`src/rtl/duty_clk_div_pkg.sv`:
```
package duty_clk_div_pkg;
  // Strobes from control to datapath; at most one is active per cycle.
  typedef struct packed {
    logic load;  // start a new period with freshly sampled fields
    logic stop;  // period boundary reached while gated: park low
    logic step;  // advance inside the current period
  } divStrb_t;
endpackage

```
`src/rtl/duty_clk_div_ctrl.sv`:
```
module duty_clk_div_ctrl
  import duty_clk_div_pkg::*;
(
  input  logic     clk,
  input  logic     rst,
  input  logic     reqOn,
  input  logic     periodEnd,
  output divStrb_t strb
);
  logic running;
  logic atBoundary;

  always_comb begin
    atBoundary = !running || periodEnd;
    strb.load  = atBoundary && reqOn;
    strb.stop  = atBoundary && !reqOn;
    strb.step  = !atBoundary;
  end

  always_ff @(posedge clk) begin
    if (rst)            running <= 1'b0;
    else if (strb.load) running <= 1'b1;
    else if (strb.stop) running <= 1'b0;
  end
endmodule

```
`src/rtl/duty_clk_div_dp.sv`:
```
module duty_clk_div_dp
  import duty_clk_div_pkg::*;
#(
  parameter int DIV_W  = 4,
  parameter bit HAS_HI = 1'b1
) (
  input  logic             clk,
  input  logic             rst,
  input  logic [DIV_W-1:0] divVal,
  input  logic [DIV_W-1:0] hiVal,
  input  divStrb_t         strb,
  output logic             periodEnd,
  output logic             clkOut
);
  localparam int EXT_W = DIV_W + 1;

  logic [DIV_W-1:0] cnt;
  logic [DIV_W-1:0] curN;
  logic [DIV_W-1:0] curHi;
  logic [DIV_W-1:0] hiEff;

  generate
    if (HAS_HI) begin : g_hiField
      // Saturate the high time to the full period.
      assign hiEff = (hiVal > divVal) ? divVal : hiVal;
    end else begin : g_halfDuty
      logic [EXT_W-1:0] halfLen;
      logic unusedHi;
      assign halfLen  = ({1'b0, divVal} + EXT_W'(1)) >> 1;
      assign hiEff    = DIV_W'(halfLen - EXT_W'(1));
      assign unusedHi = ^hiVal;
    end
  endgenerate

  assign periodEnd = (cnt == curN);

  always_ff @(posedge clk) begin
    if (rst) begin
      cnt    <= '0;
      curN   <= '0;
      curHi  <= '0;
      clkOut <= 1'b0;
    end else if (strb.load) begin
      cnt    <= '0;
      curN   <= divVal;
      curHi  <= hiEff;
      clkOut <= 1'b1;
    end else if (strb.stop) begin
      cnt    <= '0;
      clkOut <= 1'b0;
    end else if (strb.step) begin
      cnt    <= cnt + 1'b1;
      clkOut <= (cnt < curHi);
    end
  end
endmodule

```
`src/rtl/duty_clk_div.sv`:
```
module duty_clk_div
  import duty_clk_div_pkg::*;
#(
  parameter int DIV_W  = 4,
  parameter bit HAS_HI = 1'b1
) (
  input  logic             clk,
  input  logic             rst,
  input  logic [DIV_W-1:0] divVal,
  input  logic [DIV_W-1:0] hiVal,
  output logic             clkOut,
  output logic             enabled
);
  divStrb_t strb;
  logic     periodEnd;

  assign enabled = |divVal;

  duty_clk_div_ctrl ctrl_i (
    .clk       (clk),
    .rst       (rst),
    .reqOn     (enabled),
    .periodEnd (periodEnd),
    .strb      (strb)
  );

  duty_clk_div_dp #(.DIV_W(DIV_W), .HAS_HI(HAS_HI)) dp_i (
    .clk       (clk),
    .rst       (rst),
    .divVal    (divVal),
    .hiVal     (hiVal),
    .strb      (strb),
    .periodEnd (periodEnd),
    .clkOut    (clkOut)
  );
endmodule

```
`config.mk`:
```
export PLATFORM = sky130hd
export DESIGN_NAME = duty_clk_div
export DESIGN_NICKNAME = d
export VERILOG_FILES = /design/src/rtl/duty_clk_div_pkg.sv /design/src/rtl/duty_clk_div_ctrl.sv /design/src/rtl/duty_clk_div_dp.sv /design/src/rtl/duty_clk_div.sv
export SDC_FILE = /design/constraint.sdc
export NUM_CORES = 1
export LEC_CHECK = 0
export CORE_ASPECT_RATIO = 1.75
export CORE_MARGIN = 4
export CORE_UTILIZATION = 35
export DETAILED_ROUTE_END_ITERATION = 10
export GPL_TIMING_DRIVEN = 0
export PLACE_DENSITY = 0.62
export SLEW_MARGIN = 20
export SYNTH_ARGS = -nofsm -noshare
export SYNTH_HDL_FRONTEND = slang
export SYNTH_SLANG_ARGS = --single-unit
```
`constraint.sdc`:
```
create_clock -name clk -period 1.95 [get_ports clk]
set_input_delay 0.4875 -clock clk [delete_from_list [all_inputs] [get_ports clk]]
set_output_delay 0.4875 -clock clk [all_outputs]
set_load 0.01 [all_outputs]
```
==> impl_metrics.toml, run 1 <==
[clock_network]
insertion_delay_ns = 0.24
htree_levels = 1
cts_made_buffers = 3
hold_buffers = 0
clkTransAtPathRegs_ns = 0.06
root_buffer = "clkbuf_8"
ctsLongestPathBuffers = 2
cts.sinks = 14
cts_tree = "built"

[setup_path]
cp_max_fo = 3
worstPathArrival_ns = 1.42
worstPathRequired_ns = 1.46
critPathKind = "primary input to primary output"
end_kind = "primary output"
startpoint_type = "primary input"

[timing]
rsz0062_at_grt = "false"
relSlewSlack_pct = 69.6
hold_viol = 0
fin_worst_skew_ns = 0.00373
setup_viol = 0
tns_ns = 0
finalCritPeriodShare_pct = 97.9
report.final.slew_viol_count = 0
period_minus_slack_ns = 1.91
tightestPinTransition_ns = 0.456
fmax_mhz = 524
setup_slack_ns = 0.0405
fin_hold_ws_ns = 0.481

[synthesis]
synth_top_area_cell = "dfxtp_1"
synth_seq_area_share_pct = 32.7
syn_nets = 109
syn_inst = 91
netlist_area_um2 = 857
yosys_warnings = 0
synth-seq-cells = 14
post_synth_num_cell_types = 29
syn_area_per_cell_um2 = 9.42
yosysTopAreaCellShare_pct = 32.7
synth_area_leaders = "dfxtp_1, ha_1, a311oi_2"

[routing]
avgRoutedWirePerCell_um = 12.7
dr.pass1.iters = 2
drcViolationCount = 0
vias = 685
ant_nets = 0
via_per_inst = 5.19
drtIter0Drc = 5
finalWirelength_um = 1670

[job]
max_cap_viol_count = 0

[floorplanning]
rows = 23
die_w_um = 45.4
die-area_mm2 = 0.00334
chipHeight_um = 73.5
start_util_pct = 36.8
core-area_mm2 = 0.00233
io_pins = 12

[placement]
place_ws_ns = -0.659
portBuffers = 11
gp_congestion = 0.793
hpwl_um = 1370

[cells_and_area]
fill_cells = 236
diodes = 0
layout.nets = 126
layout-drive-gt1-share_pct = 21.5
syn2layout_area_growth_pct = 27.6

[global_route]
grt_pass1_wl_um = 2860
track_usage_pct = 11.7
antenna_found_initial = 0
grt_max_degree = 11
grt_overflow = 0
grt_pass1_vias = 676

[power_and_ir_drop]
leakage_nw = 0.475
ir_worst_vdd_mv = 0.338
p_per_area_mw_per_mm2 = 772

[worst_hold_path]
hp-class = "flip-flop to flip-flop"

[status]
status = "completed"
-- registers in the layout, indices dropped and copies added, names as in the netlist --
signal	flops
ctrl_i.running	1
dp_i.curN	4
dp_i.clkOut	1
dp_i.curHi	4
dp_i.cnt	4
-- worst max-delay path: stages --
cell and delay [ns]:
clkdlybuf4s15_1 0.20, or4_4 0.49, buf_6 0.14, buf_6 0.11
-- logic make-up after synthesis --
logic type	synth area share (%)
adders and majority gates	11.7
AOI/OAI and AO/OA	23.2
xor gates and xnor gates	6.13
and+or+nand+nor	19.1
buffers and inverters	7.15
DFF	32.7
-- timing repair --
item,CTS,global route
setup endpoints to repair,5,2
setup buffers,1,0
gates cloned,0,0
pin swaps,10,3
gates resized for setup,31,1
-- cells in the final DEF, fill, tap and decap left out, drive strengths merged, types with 4 or more instances in the layout --
cell type,Yosys,routed
dfxtp,14,14
dlygate4sd2,0,5
xor2,5,5
ha,8,8
buf,3,6
inv,9,9
a21oi,6,6
a311oi,4,4
nand2b,5,5
clkbuf,1,6
or3,4,4
nand3b,4,4
o21ai,8,8
nor2,5,5
-- cells in the mapped netlist --
master and instances:
o311ai_2 1, ha_1 8, o21ai_1 4, nand3b_1 4, clkbuf_1 1, dfxtp_1 14, or2_1 2, buf_6 1
o21a_1 1, o41ai_4 1, buf_2 1, buf_4 1, and2_4 1, nor2b_1 1, or3_1 4, xor2_1 5
or4_1 1, nand2b_1 5, a311oi_2 4, inv_1 9, nand2_1 1, nand4_1 1, o21ai_0 4, a211o_1 2
xnor2_1 1, a21oi_1 6, or3b_2 1, nor2_1 5, nand3_1 1
-- final timing paths --
| check | from | end | slack [ns] | cells past startpoint |
|---|---|---|---|---|
| worst max-delay path | divVal[3] | enabled | 0.04 | 4 |
| worst min register to register | dp_i.curN[0]$_SDFFE_PP0P_ | dp_i.curN[0]$_SDFFE_PP0P_ | 0.48 | 2 |
| worst max register to register | dp_i.cnt[3]$_SDFFE_PP0N_ | dp_i.curHi[2]$_SDFFE_PP0P_ | 0.36 | 5 |
| worst min-delay path | dp_i.curN[0]$_SDFFE_PP0P_ | dp_i.curN[0]$_SDFFE_PP0P_ | 0.48 | 2 |
-- cell type report --
class | instances | area [um2] | area share, %
plain buffers | 4 | 33.8 | 3.09
clock buffers | 4 | 55.1 | 5.03
inverters | 9 | 33.8 | 3.09
multi-input cells | 64 | 557 | 50.9
flip-flops and latches | 14 | 280 | 25.6
well taps | 25 | 31.3 | 2.86
repair buffers | 12 | 103 | 9.38
-- through the flow --
step                instance area (um2)  util (%)  power (mW)  cells
detailed placement                  998      42.8       0.561    127
CTS                                1100      47.1       0.854    132
floorplan                           857         -       0.500     91
global placement                    998      42.8       0.555    127
finish                             1090      46.9       0.845    132
global route                       1090      46.9       0.894    132
-- power breakdown --
group          internal [mW]  leakage (nW)  switching, mW
logic                  0.118         0.330          0.111
clock network          0.179        0.0288          0.101
registers              0.316         0.116         0.0191
-- per-layer routing --
layer,vias to the layer above,global-route usage (%),routed length (um)
li1,354,-,-
met1,313,10.4,578
met2,12,23.0,1010
met3,6,1.96,47
met4,0,5.54,36
met5,-,0,0
No activity file was read; power rests on OpenSTA's default activity.
==> inputs of run 2 (changes only) <==
Settings changed: REMOVE_ABC_BUFFERS set to 1.
Clock period 1.95 ns to 1.7 ns, I/O delays scaled along.
==> run 2 against run 1 <==
First-iteration DRC count shrank 80%. Global-route usage is essentially flat. Combinational power grew 23%. Via count shrank 2.5%. Total power grew 9.8%. Critical endpoint unchanged. Largest cell class unchanged. Largest power group unchanged.
==> impl_metrics.toml, run 2 (synthesized netlist as in run 1, its figures left out) <==
[clock_network]
cts.sinks = 14
ctsLongestPathBuffers = 2
cts_tree = "built"
root_buffer = "clkbuf_8"
cts_made_buffers = 3
htree_levels = 1
insertion_delay_ns = 0.24
hold_buffers = 0
clkTransAtPathRegs_ns = 0.05

[timing]
period_minus_slack_ns = 1.64
report.final.slew_viol_count = 0
finalCritPeriodShare_pct = 96.7
fin_worst_skew_ns = 0.00280
hold_viol = 0
setup_slack_ns = 0.0565
fmax_mhz = 608
tightestPinTransition_ns = 0.490
setup_viol = 0
rsz0062_at_grt = "false"
fin_hold_ws_ns = 0.471
relSlewSlack_pct = 67.2
tns_ns = 0

[setup_path]
worstPathRequired_ns = 1.27
cp_slowest_cell = "or4_4"
end_kind = "primary output"
worstPathArrival_ns = 1.22
startpoint_type = "primary input"
path_cells = "buf_2, or4_4, buf_6"
critPathKind = "primary input to primary output"
cp_max_fo = 3
slowest_delay_ns = 0.54
path_buf_inv = 2
r2r_slack_ns = 0.14
path_delay_family = "simple AND/OR/NAND/NOR gates"

[routing]
finalWirelength_um = 1740
via_per_inst = 5.10
vias = 668
avgRoutedWirePerCell_um = 13.3
drtIter0Drc = 1
dr.pass1.iters = 2
ant_nets = 0
drcViolationCount = 0

[floorplanning]
core-area_mm2 = 0.00233
chipHeight_um = 73.5
io_pins = 12
rows = 23
start_util_pct = 36.8
die-area_mm2 = 0.00334
die_w_um = 45.4

[placement]
portBuffers = 11
placed_cell_area_um2 = 971
place_inst = 123
gp_congestion = 0.732
place_ws_ns = -0.816
hpwl_um = 1300

[cells_and_area]
layout.core_utilization_pct = 47.0
diodes = 0
fin_area_mm2 = 0.00110
layoutNonFillerInstCount = 131
final_common_cell = "dfxtp_1"
final_cell_mix = "dfxtp_1, o21ai_1, a21oi_1"
largestRegisters = "dp_i.cnt: 4 flops, dp_i.curHi: 4 flops, dp_i.curN: 4 flops"
syn2layout_area_growth_pct = 27.9
layout-drive-gt1-share_pct = 35.8
layout.nets = 126

[global_route]
grt_overflow = 0
track_usage_pct = 11.6
grt_pass1_wl_um = 2880
antenna_found_initial = 0
grt_max_degree = 16
grt_pass1_vias = 697

[power_and_ir_drop]
pwr-share-comb_pct = 30.4
p_per_area_mw_per_mm2 = 846
swShare_pct = 28.4
internal-power_mw = 0.664
leakage_nw = 0.459
ir_worst_vdd_mv = 0.311
switchingPower_mw = 0.264
power_mw = 0.928
sequentialPowerShare_pct = 41.6
clkPwrFrac_pct = 28.0

[worst_hold_path]
hp-class = "flip-flop to flip-flop"

[status]
status = "completed"

[job]
max_cap_viol_count = 0
run 2: tightest hold or removal path, stage by stage, from the launching register on:
cell and delay, ns:
dfxtp_1 0.31, nand2b_1 0.07, o21ai_1 0.05
run 2: worst paths after layout:
kind,from,endpoint,cells past startpoint
setup / recovery,divVal[2],enabled,3
hold / removal,dp_i.curN[3]$_SDFFE_PP0P_,dp_i.curN[3]$_SDFFE_PP0P_,2
hold reg to reg,dp_i.curN[3]$_SDFFE_PP0P_,dp_i.curN[3]$_SDFFE_PP0P_,2
setup reg to reg,dp_i.cnt[2]$_SDFFE_PP0N_,dp_i.curHi[3]$_SDFFE_PP0P_,5
run 2: repair_timing:
action	CTS	global route
endpoints found under the hold margin	0	0
pin swaps	10	8
setup endpoints to repair	9	5
buffers inserted	5	0
resized for setup	42	12
run 2: final cells by class:
type / count / area [um2]
well taps: 25 / 31.3
fillers: 240 / 1230
clock buffers: 3 / 41.3
flip-flops and latches: 14 / 280
inverters: 9 / 33.8
multi-input cells: 64 / 601
repair buffers: 16 / 109
run 2: power groups by stage:
stage | Combinational (mW) | Sequential [mW] | Clock (mW)
floorplan | 0.167 | 0.388 | 0
global placement | 0.227 | 0.391 | 0
detailed placement | 0.232 | 0.393 | 0
CTS | 0.275 | 0.386 | 0.267
global route | 0.314 | 0.389 | 0.281
finish | 0.282 | 0.386 | 0.260
run 2: per-layer routing:
metal	share of wire, %	global-route usage [%]	up-vias
met2	57	21.2	12
li1	-	-	350
met1	38	11.8	302
met4	1.8	5.86	0
met3	3.6	2.21	4
met5	0	0	-
==> inputs of run 3 (changes only) <==
Settings changed: CAP_MARGIN set to 20.
==> results of run 3 <==
The final DEF is identical to that of run 2; final timing and power are the same.
